==> config.mk <==
export PLATFORM = sky130hd
export DESIGN_NAME = tagInvSeq
export DESIGN_NICKNAME = d
export VERILOG_FILES = /design/src/rtl/tagInvPkg.sv /design/src/rtl/tagInvCtrl.sv /design/src/rtl/tagInvDp.sv /design/src/rtl/tagInvSeq.sv
export SDC_FILE = /design/constraint.sdc
export NUM_CORES = 1
export LEC_CHECK = 0
export ABC_AREA = 0
export BUFFER_PORTS_ARGS = -buffer_cell sky130_fd_sc_hd__buf_2
export CAP_MARGIN = 20
export CORE_MARGIN = 4
export CORE_UTILIZATION = 42
export DETAILED_ROUTE_END_ITERATION = 6
export MAX_ROUTING_LAYER = met4
export PLACE_DENSITY = 0.81
export SLEW_MARGIN = 20
export SYNTH_ARGS = -nofsm -noshare
export SYNTH_HDL_FRONTEND = slang
export SYNTH_SLANG_ARGS = --single-unit
==> constraint.sdc <==
create_clock -name clk -period 2.8 [get_ports clk]
set_clock_uncertainty 0.2 [all_clocks]
set_input_delay 0.42 -clock clk [delete_from_list [all_inputs] [get_ports clk]]
set_output_delay 0.42 -clock clk [all_outputs]
set_load 0.03 [all_outputs]
==> src/rtl/tagInvPkg.sv <==
package tagInvPkg;
  // Strobes from the control module to the datapath
  typedef struct packed {
    logic cntClear;   // load walk index with 0
    logic walkActive; // walk in progress: step index, drive it to the port
    logic lineCap;    // capture a single-line index for next cycle
  } ctlStrobes_t;
endpackage

==> src/rtl/tagInvCtrl.sv <==
module tagInvCtrl
  import tagInvPkg::*;
(
  input  logic        clk,
  input  logic        rstN,
  input  logic        invAllSet,
  input  logic        pushDisable,
  input  logic        lineReq,
  input  logic        cntLast,
  output ctlStrobes_t strb,
  output logic        walkDone
);
  logic walking;

  always_ff @(posedge clk) begin
    if (!rstN) begin
      walking  <= 1'b0;
      walkDone <= 1'b0;
    end else begin
      walkDone <= walking && cntLast;
      if (!walking && invAllSet)
        walking <= 1'b1;
      else if (walking && cntLast)
        walking <= 1'b0;
    end
  end

  always_comb begin
    strb.cntClear   = !walking && invAllSet;
    strb.walkActive = walking;
    // A walk clears every line anyway, so a line request is absorbed
    // during a walk or when it arrives together with a walk request.
    strb.lineCap    = !walking && !invAllSet && lineReq && !pushDisable;
  end

  // the done pulse lasts one cycle
  p_done_single_r4: assert property (@(posedge clk) disable iff (!rstN)
    walkDone |=> !walkDone);
  // done comes right after the walk has ended
  p_done_after_walk_r4: assert property (@(posedge clk) disable iff (!rstN)
    walkDone |-> (!walking && $past(walking)));
  // a refused request is never captured
  p_line_gate_r6: assert property (@(posedge clk) disable iff (!rstN)
    pushDisable |-> !strb.lineCap);
endmodule

==> src/rtl/tagInvDp.sv <==
module tagInvDp
  import tagInvPkg::*;
#(
  parameter int IDX_W      = 6,
  parameter int ADDR_W     = 32,
  parameter int OFFSET_LSB = 4
) (
  input  logic              clk,
  input  logic              rstN,
  input  ctlStrobes_t       strb,
  input  logic [ADDR_W-1:0] lineAddr,
  output logic              cntLast,
  output logic              tagWrEn,
  output logic [IDX_W-1:0]  tagWrIdx,
  output logic              tagWrValid
);
  localparam int LINES = 1 << IDX_W;
  localparam logic [IDX_W-1:0] LAST_IDX = IDX_W'(LINES - 1);

  logic [IDX_W-1:0] walkIdx;
  logic [IDX_W-1:0] lineIdx;
  logic             linePend;

  always_ff @(posedge clk) begin
    if (!rstN) begin
      walkIdx  <= '0;
      lineIdx  <= '0;
      linePend <= 1'b0;
    end else begin
      if (strb.cntClear)
        walkIdx <= '0;
      else if (strb.walkActive)
        walkIdx <= walkIdx + 1'b1;
      linePend <= strb.lineCap;
      if (strb.lineCap)
        lineIdx <= lineAddr[OFFSET_LSB +: IDX_W];
    end
  end

  always_comb begin
    cntLast    = (walkIdx == LAST_IDX);
    tagWrEn    = strb.walkActive || linePend;
    tagWrIdx   = strb.walkActive ? walkIdx : lineIdx;
    tagWrValid = 1'b0;
  end

  // consecutive walk cycles step the index by exactly one
  p_walk_step_r2: assert property (@(posedge clk) disable iff (!rstN)
    (strb.walkActive && $past(strb.walkActive)) |->
      (tagWrIdx == $past(tagWrIdx) + 1'b1));
  // a walk starts at index 0
  p_walk_start_r2: assert property (@(posedge clk) disable iff (!rstN)
    $rose(strb.walkActive) |-> (tagWrIdx == '0));
  // a pending line write never overlaps a walk
  p_no_line_in_walk_r7: assert property (@(posedge clk) disable iff (!rstN)
    strb.walkActive |-> !linePend);
  // a tag write always clears the valid bit
  p_valid_zero_r9: assert property (@(posedge clk) disable iff (!rstN)
    tagWrEn |-> !tagWrValid);
endmodule

==> src/rtl/tagInvSeq.sv <==
module tagInvSeq
  import tagInvPkg::*;
#(
  parameter int IDX_W      = 6,
  parameter int ADDR_W     = 32,
  parameter int OFFSET_LSB = 4
) (
  input  logic              clk,
  input  logic              rstN,
  input  logic              invAllSet,
  input  logic              pushDisable,
  input  logic              lineReq,
  input  logic [ADDR_W-1:0] lineAddr,
  output logic              tagWrEn,
  output logic [IDX_W-1:0]  tagWrIdx,
  output logic              tagWrValid,
  output logic              fetchStall,
  output logic              walkDone
);
  ctlStrobes_t strb;
  logic        cntLast;

  tagInvCtrl u_ctrl (
    .clk        (clk),
    .rstN       (rstN),
    .invAllSet  (invAllSet),
    .pushDisable(pushDisable),
    .lineReq    (lineReq),
    .cntLast    (cntLast),
    .strb       (strb),
    .walkDone   (walkDone)
  );

  tagInvDp #(
    .IDX_W     (IDX_W),
    .ADDR_W    (ADDR_W),
    .OFFSET_LSB(OFFSET_LSB)
  ) u_dp (
    .clk       (clk),
    .rstN      (rstN),
    .strb      (strb),
    .lineAddr  (lineAddr),
    .cntLast   (cntLast),
    .tagWrEn   (tagWrEn),
    .tagWrIdx  (tagWrIdx),
    .tagWrValid(tagWrValid)
  );

  assign fetchStall = strb.walkActive;

  // fetches stall only while tags are being written
  p_stall_writes_r3: assert property (@(posedge clk) disable iff (!rstN)
    fetchStall |-> tagWrEn);
endmodule

[After elaboration in Yosys (flattened, before gate mapping)]
Index checks and enable logic that the tools add are counted.
W data, S select, Z words.
Storage, ports and cells
  bits in latches: 0
  RAM bits: 0
  output and inout port bits: 10
  register bits: 15
  input bits: 37
  ROM bits: 0
  memories kept: 0
Operators by class
  eq/ne operators: 1
  muxes and demuxes: 3
  shifts and indexed selects: 0
  $lt $le $gt $ge: 0
  bitwise operators: 1
  reductions and logical operators: 11
  add/sub/neg operators: 1
  multipliers: 0
  divide/modulo/power cells: 0
Operators by type and width (count)
  $add A6 B1 Y6 const B: 1
  $eq A6 B6 Y1 const B: 1
  $mux W6: 1
  $logic_and A1 B1 Y1: 5
  $logic_not A1 Y1: 3
  $mux W1: 2
  $reduce_bool A2 Y1: 1
  $reduce_or A2 Y1: 1
  $logic_or A1 B1 Y1: 1
  $not A1 Y1: 1

[Depth between registers and ports, before layout]
Gate-level depths: netlist of run 1.
  word-level depth: 4
  gate-level depth with buffers: 5
  mapped depth without buffers: 4

[Cells and area by module]
Synthesis of run 1 repeated with hierarchy kept, for this count alone.
Unflattened totals
  cells, all modules: 69
  area, all modules: 686.9 sq um
By module, submodules not included
  tagInvDp: cells an instance 61, instances 1, area an instance 594.3 sq um
  tagInvCtrl: cells an instance 8, instances 1, area an instance 92.6 sq um

[Worst setup path after synthesis of run 1]
No wires, ideal clock.
  kind: register -> output
  start: reg u_ctrl.walking
  end: out tagWrIdx[0]
  cell stages (with the launch flop): 4
  setup slack: 0.876 ns
  arrival: 1.304 ns
  buffers on the path: 2
  required time: 2.180 ns
  cells stage by stage: dfxtp_1 -> buf_6 -> buf_2 -> mux2_2
Between the ends
  word-level cells in the longest chain between the ends: 1
RTL lines
  start: declaration: RTL line tagInvCtrl.sv:13  | logic walking;
  start signal: assignment: RTL line tagInvCtrl.sv:17  | walking <= 1'b0;
  start signal: assignment: RTL line tagInvCtrl.sv:22  | walking <= 1'b1;
  start signal: assignment: RTL line tagInvCtrl.sv:24  | walking <= 1'b0;
  $mux W6: RTL line tagInvDp.sv:43  | tagWrIdx = strb.walkActive ? walkIdx : lineIdx;
  end: declaration: RTL line tagInvSeq.sv:15  | output logic [IDX_W-1:0] tagWrIdx,
No other way between the ends.

[Worst setup path in the final report of run 1]
Same ends and word-level chain as after synthesis.

==> results of run 1 <==
layout make-up:
cell class	count	area, sq um
multi-input combinational	47	352
sequential	15	300
inverter	1	3.75
clock inverter	1	5.00
tap	16	20.0
fill	143	726
clock buffer	3	22.5
timing repair buffer	19	95.1
flip-flops by register name, summed over array words and instances, names as in the netlist:
register and count:
u_dp.walkIdx 6, u_ctrl.walking 1, u_ctrl.walkDone 1, u_dp.linePend 1, u_dp.lineIdx 6
report_power, final:
part | total, mW | switching, mW | leakage (nW) | internal [mW]
combinational | 0.0456 | 0.0244 | 0.206 | 0.0212
sequential | 0.227 | 0.00899 | 0.122 | 0.218
clock | 0.124 | 0.0708 | 0.0177 | 0.0531
total | 0.397 | 0.104 | 0.345 | 0.293
per-stage QoR:
stage | util | hold WS, ns | worst slack [ns]
after floorplan | - | 0.268 | 0.876
after global placement | 0.506 | 0.291 | 0.859
after detailed placement | 0.506 | 0.301 | 0.838
after CTS | 0.524 | 0.172 | 0.495
after global routing | 0.524 | 0.186 | 0.416
final | 0.524 | 0.188 | 0.528
metal layers:
metal / vias up / global-route usage / routed length (um)
met5: - / - / 0
met4: 0 / 0.0806 / 25
met3: 4 / 0.0664 / 56
met2: 14 / 0.177 / 586
met1: 231 / 0.155 / 543
li1: 263 / - / -
worst register-to-register path: stages, from the launching register on:
cell and delay, ns:
dfxtp_1 0.54, nor4b_4 0.67, mux2i_1 0.28, nor2b_1 0.07
worst max path at each step:
stage	from	endpoint	slack [ns]
2_1_floorplan	u_ctrl.walking	tagWrIdx[0]	0.88
3_3_place_gp	u_ctrl.walking	tagWrIdx[1]	0.86
3_5_place_dp	u_ctrl.walking	tagWrIdx[0]	0.84
4_1_cts	u_ctrl.walking	tagWrIdx[0]	0.50
5_1_grt	u_ctrl.walking	tagWrIdx[0]	0.42
6_report	u_ctrl.walking	tagWrIdx[0]	0.53
cells by family (layout without fill, tap and decap cells):
logic type / after synthesis / after routing / share of synthesized area
adders and majority gates: 1 / 1 / 0.0184
DFF: 15 / 15 / 0.442
xor gates and xnor gates: 4 / 4 / 0.0516
other: 1 / 1 / 0.00552
and+or+nand+nor: 24 / 24 / 0.210
AOI/OAI and AO/OA: 4 / 4 / 0.0295
muxes: 13 / 13 / 0.203
buffers and inverters: 4 / 24 / 0.0405
placed cells by master, fill, tap and decap left out, drive strengths merged:
| master | instances |
|---|---|
| a21oi | 1 |
| and2 | 2 |
| buf | 19 |
| clkbuf | 3 |
| clkinv | 1 |
| conb | 1 |
| dfxtp | 15 |
| ha | 1 |
| inv | 1 |
| mux2 | 6 |
| mux2i | 7 |
| nand2 | 2 |
| nand3 | 2 |
| nand4 | 2 |
| nor2 | 7 |
| nor2b | 6 |
| nor4b | 1 |
| o21ai | 3 |
| or2 | 1 |
| or3 | 1 |
| xnor2 | 1 |
| xor2 | 3 |
==> results.py, run 1 <==
metrics = {
    "status": {
        "status": "completed",
    },
    "yosys": {
        "ys_top_cells_by_count": "dfxtp_1 (15), mux2i_1 (7), nor2_1 (7)",
        "yosys_most_used_dff": "dfxtp_1",
        "synth.area.top_cells": "dfxtp_1 (44%), mux2i_1 (10%), mux2_2 (9.9%)",
        "synth_most_common_cell": "dfxtp_1",
        "synth-edff-count": 0,
        "ys_seq_area_frac": 0.442,
        "synth_cell_types": 23,
        "synth-seq-cells": 15,
        "ys_async_sr_fraction": 0,
        "syn_area_per_cell_sq_um": 10.3,
        "syn_nets": 104,
        "ys_warn_count": 0,
        "synth_top_area_frac": 0.442,
        "synth_area_leader_cell": "dfxtp_1",
        "synth_area_sq_um": 679,
        "netlist_instances": 66,
    },
    "floorplanning": {
        "ios": 47,
        "rows": 14,
        "dieArea_sq_um": 2330,
        "initial_utilization": 0.446,
        "die_w_um": 48.2,
        "core_sq_um": 1520,
        "die-height_um": 48.2,
    },
    "finish": {
        "final_nets": 125,
        "drive_above_1_share": 0.360,
        "fin_area_sq_um": 798,
        "fin_cells": 102,
        "antenna_cells": 0,
        "area_delta_synth_final_pct": 17.5,
    },
    "critical_path": {
        "ff2ff_path_depth": 3,
        "crit_path_max_incr_delay_ns": 0.77,
        "path_class": "reg2out",
        "worstPathArrival_ns": 1.65,
        "critPathCaptureType": "output pin",
        "path_delay_family": "flip-flops",
        "cp.required_ns": 2.18,
        "critPathBufInv": 1,
        "worst_setup_path_start_kind": "flop",
        "regToRegEndpoint": "u_dp.lineIdx[2]",
        "cp.depth": 2,
        "cp_max_fo": 17,
        "r2r-start": "u_ctrl.walking",
        "cp_slowest_cell": "dfxtp_1",
        "rrSetupSlack_ns": 0.93,
        "crit_chain": "mux2_2 > buf_2",
    },
    "pwr": {
        "vdd.ir_drop.worst_v": 0.000308,
        "power.density_nw_per_um2": 497,
        "power.total_uw": 397,
        "p_leak_nw": 0.345,
    },
    "worst_hold_path": {
        "whs_path_depth": 3,
        "worstHoldStart": "lineAddr[5]",
        "holdPathEnd": "u_dp.lineIdx[1]",
        "worst_hold_path_type": "in2reg",
    },
    "global_route": {
        "grt_pass1_wl_um": 1930,
        "grt_max_degree": 18,
        "grt.overflow.total": 0,
        "antenna_found_initial": 0,
        "grt_usage": 0.132,
        "grt_pass1_vias": 423,
    },
    "detailed_routing": {
        "wl_um": 1210,
        "drt_iter0_drc": 7,
        "antenna_left": 0,
        "avgRoutedWirePerCell_um": 11.9,
        "drt_pass1_iterations": 2,
        "vias": 512,
        "drt-vias-per-instance": 5.02,
        "drc_errors": 0,
    },
    "clocking": {
        "numClockSinks": 15,
        "cts_htree_levels": 1,
        "cts_buffers": 3,
        "postCtsSetupBuffers": 0,
        "cts_tree": "done",
        "clockRootBuffer": "clkbuf_4",
        "post_cts_resize_count": 0,
        "hold_buffers": 0,
        "cts.clk_slew.worst_paths_ns": 0.09,
        "cts.path.max_buffers": 2,
        "clock_latency_ns": 0.29,
    },
    "placement": {
        "dpl_cell_area_sq_um": 771,
        "port_buffers": 19,
        "dp_cells": 98,
        "hpwl_um": 914,
        "place.gp.congestion": 0.666,
    },
    "timing": {
        "fin_crit_sh": 0.811,
        "finalSetupTns_ns": 0,
        "fmax_mhz": 440,
        "hold_viol": 0,
        "period_needed_ns": 2.27,
        "maxSlewViolCount": 0,
        "rsz0062_at_grt": "false",
        "setup_viol": 0,
        "slew-limit-headroom": 0.544,
        "tightest_slew_ns": 0.684,
    },
    "job": {
        "cap_violations": 0,
    },
}
(Power assumes the default switching activity.)
==> run 2: changes to the inputs <==
--- a/config.mk
+++ b/config.mk
@@ -5,14 +5,15 @@
 export SDC_FILE = /design/constraint.sdc
 export NUM_CORES = 1
 export LEC_CHECK = 0
-export ABC_AREA = 0
+export ABC_AREA = 1
 export BUFFER_PORTS_ARGS = -buffer_cell sky130_fd_sc_hd__buf_2
 export CAP_MARGIN = 20
+export CORE_ASPECT_RATIO = 1.5
 export CORE_MARGIN = 4
-export CORE_UTILIZATION = 42
+export CORE_UTILIZATION = 36
 export DETAILED_ROUTE_END_ITERATION = 6
 export MAX_ROUTING_LAYER = met4
-export PLACE_DENSITY = 0.81
+export PLACE_DENSITY = 0.73
 export SLEW_MARGIN = 20
 export SYNTH_ARGS = -nofsm -noshare
 export SYNTH_HDL_FRONTEND = slang
==> constraint.sdc (replaced) <==
create_clock -name clk -period 2 [get_ports clk]
set_clock_uncertainty 0.2 [all_clocks]
set_input_delay 0.3 -clock clk [delete_from_list [all_inputs] [get_ports clk]]
set_output_delay 0.3 -clock clk [all_outputs]
set_load 0.03 [all_outputs]
==> results.py, run 2 <==
metrics = {
    "status": {
        "status": "completed",
    },
    "global_route": {
        "busiest_layer": "met2",
        "grt_pass1_vias": 613,
        "grt_pass1_wl_um": 2640,
        "grt_max_degree": 14,
        "antenna_found_initial": 0,
        "met2_usage": 0.210,
        "grt_util_met3": 0.0173,
        "use_met1": 0.140,
        "grt_usage": 0.129,
        "grt.overflow.total": 0,
    },
    "floorplanning": {
        "initial_utilization": 0.386,
        "ios": 47,
        "dieArea_sq_um": 2810,
        "die_w_um": 44.6,
        "rows": 19,
        "core_sq_um": 1880,
        "die-height_um": 62.9,
    },
    "timing": {
        "fmax_mhz": 588,
        "period_needed_ns": 1.70,
        "whs_ns": 0.0690,
        "finalSetupTns_ns": 0,
        "hold_viol": 0,
        "fin_ws_ns": 0.299,
        "maxSlewViolCount": 0,
        "setup_viol": 0,
        "fin_crit_sh": 0.850,
        "rsz0062_at_grt": "false",
    },
    "detailed_routing": {
        "vias": 654,
        "drt-vias-per-instance": 4.71,
        "antenna_left": 0,
        "drt_pass1_iterations": 4,
        "drt_iter0_drc": 24,
        "drc_errors": 0,
        "avgRoutedWirePerCell_um": 10.6,
        "wl_um": 1470,
    },
    "critical_path": {
        "critPathCaptureType": "output pin",
        "crit_path_max_incr_delay_ns": 0.38,
        "cp_slowest_cell": "dfxtp_1",
        "path_class": "reg2out",
        "crit_chain": "buf_4 > nand2_4 > nand2_1 > buf_2",
        "cp.required_ns": 1.50,
        "worst_setup_path_start_kind": "flop",
        "cp_max_fo": 8,
        "worstPathArrival_ns": 1.20,
    },
    "yosys": {
        "synth.area.top_cells": "dfxtp_1 (41%), nand2_1 (14%), a21oi_1 (8.3%)",
        "ys_warn_count": 0,
        "synth_area_sq_um": 724,
        "synth_area_leader_cell": "dfxtp_1",
        "ys_seq_area_frac": 0.415,
        "synth_most_common_cell": "nand2_1",
        "syn_area_per_cell_sq_um": 7.47,
        "synth_top_area_frac": 0.415,
        "ys_top_cells_by_count": "nand2_1 (27), dfxtp_1 (15), a21oi_1 (12)",
        "synth-seq-cells": 15,
        "netlist_instances": 97,
        "syn_nets": 135,
        "synth-edff-count": 0,
        "synth_cell_types": 21,
        "ys_async_sr_fraction": 0,
        "yosys_most_used_dff": "dfxtp_1",
    },
    "pwr": {
        "vdd.ir_drop.worst_v": 0.000492,
        "power.density_nw_per_um2": 679,
        "p_leak_nw": 0.369,
        "power.total_uw": 577,
    },
    "placement": {
        "port_buffers": 19,
        "dp_cells": 135,
        "hpwl_um": 1170,
        "pre_cts_slack_ns": 0.614,
        "place.gp.congestion": 0.772,
        "dpl_cell_area_sq_um": 823,
    },
    "finish": {
        "final_common_cell": "nand2_1",
        "fin_area_sq_um": 850,
        "fin_cells": 139,
        "drive_above_1_share": 0.280,
        "final_cell_mix": "nand2_1 (27), buf_2 (19), dfxtp_1 (15), a21oi_1 (12), nand3_1 (8)",
        "area_delta_synth_final_pct": 17.3,
        "final_util": 0.452,
        "final_nets": 157,
        "largest_registers": "u_dp.lineIdx x6, u_dp.walkIdx x6",
        "antenna_cells": 0,
    },
    "clocking": {
        "post_cts_resize_count": 0,
        "numClockSinks": 15,
        "cts_buffers": 3,
        "cts.clk_slew.worst_paths_ns": 0.09,
        "cts_tree": "done",
        "cts.path.max_buffers": 2,
        "clockRootBuffer": "clkbuf_4",
        "hold_buffers": 0,
        "clock_latency_ns": 0.29,
        "cts_htree_levels": 1,
        "postCtsSetupBuffers": 0,
    },
    "worst_hold_path": {
        "worst_hold_path_type": "in2reg",
    },
    "job": {
        "cap_violations": 0,
    },
}
-- run 2: changes by cell type after synthesis, moves of 5 or more --
cell and change:
nand2_1 +25, a21oi_1 +11, mux2i_1 -7, mux2_2 -6, nand3_1 +6, nor2b_1 -6, inv_1 +5
-- run 2: worst max-delay path: cells and delay by family, from the launching register on --
kind                   cells  cell delay, ns
DFF                        1            0.38
and+or+nand+nor            2            0.14
buffers and inverters      2            0.39
-- run 2: per-layer routing --
layer | vias up | wire length (um)
li1 | 350 | -
met1 | 281 | 607
met3 | 5 | 59
met4 | 0 | 44
met2 | 18 | 758
met5 | - | 0
-- run 2: power by group --
group / leakage [nW] / total [mW] / internal, mW / switching (mW)
Sequential: 0.122 / 0.312 / 0.306 / 0.00562
Clock: 0.0150 / 0.179 / 0.0777 / 0.101
Combinational: 0.232 / 0.0865 / 0.0293 / 0.0572
-- run 2: logic make-up after synthesis --
family / Yosys count / synth area share
buf+inv: 11 / 0.0829
other cells: 1 / 0.00518
flops: 15 / 0.415
fa+ha+maj: 1 / 0.0173
simple gates: 50 / 0.340
xor+xnor: 1 / 0.0121
compound gates: 18 / 0.128
-- run 2: path summary, 6_finish.rpt --
| kind | start | depth (start not counted) | slack (ns) | to |
|---|---|---|---|---|
| setup / recovery | u_ctrl.walking | 4 | 0.30 | tagWrIdx[1] |
| hold / removal | lineAddr[6] | 3 | 0.07 | u_dp.lineIdx[2] |
| setup reg to reg | u_ctrl.walking | 5 | 0.69 | u_dp.lineIdx[5] |
| hold reg to reg | u_dp.lineIdx[4] | 2 | 0.27 | u_dp.lineIdx[4] |
-- run 2: area by class of cell --
cell class	count	area (sq um)
repair buffers	20	103
inverters	8	30.0
multi-input cells	71	364
fillers	189	1030
well taps	21	26.3
flip-flops and latches	15	300
clock buffers	4	26.3
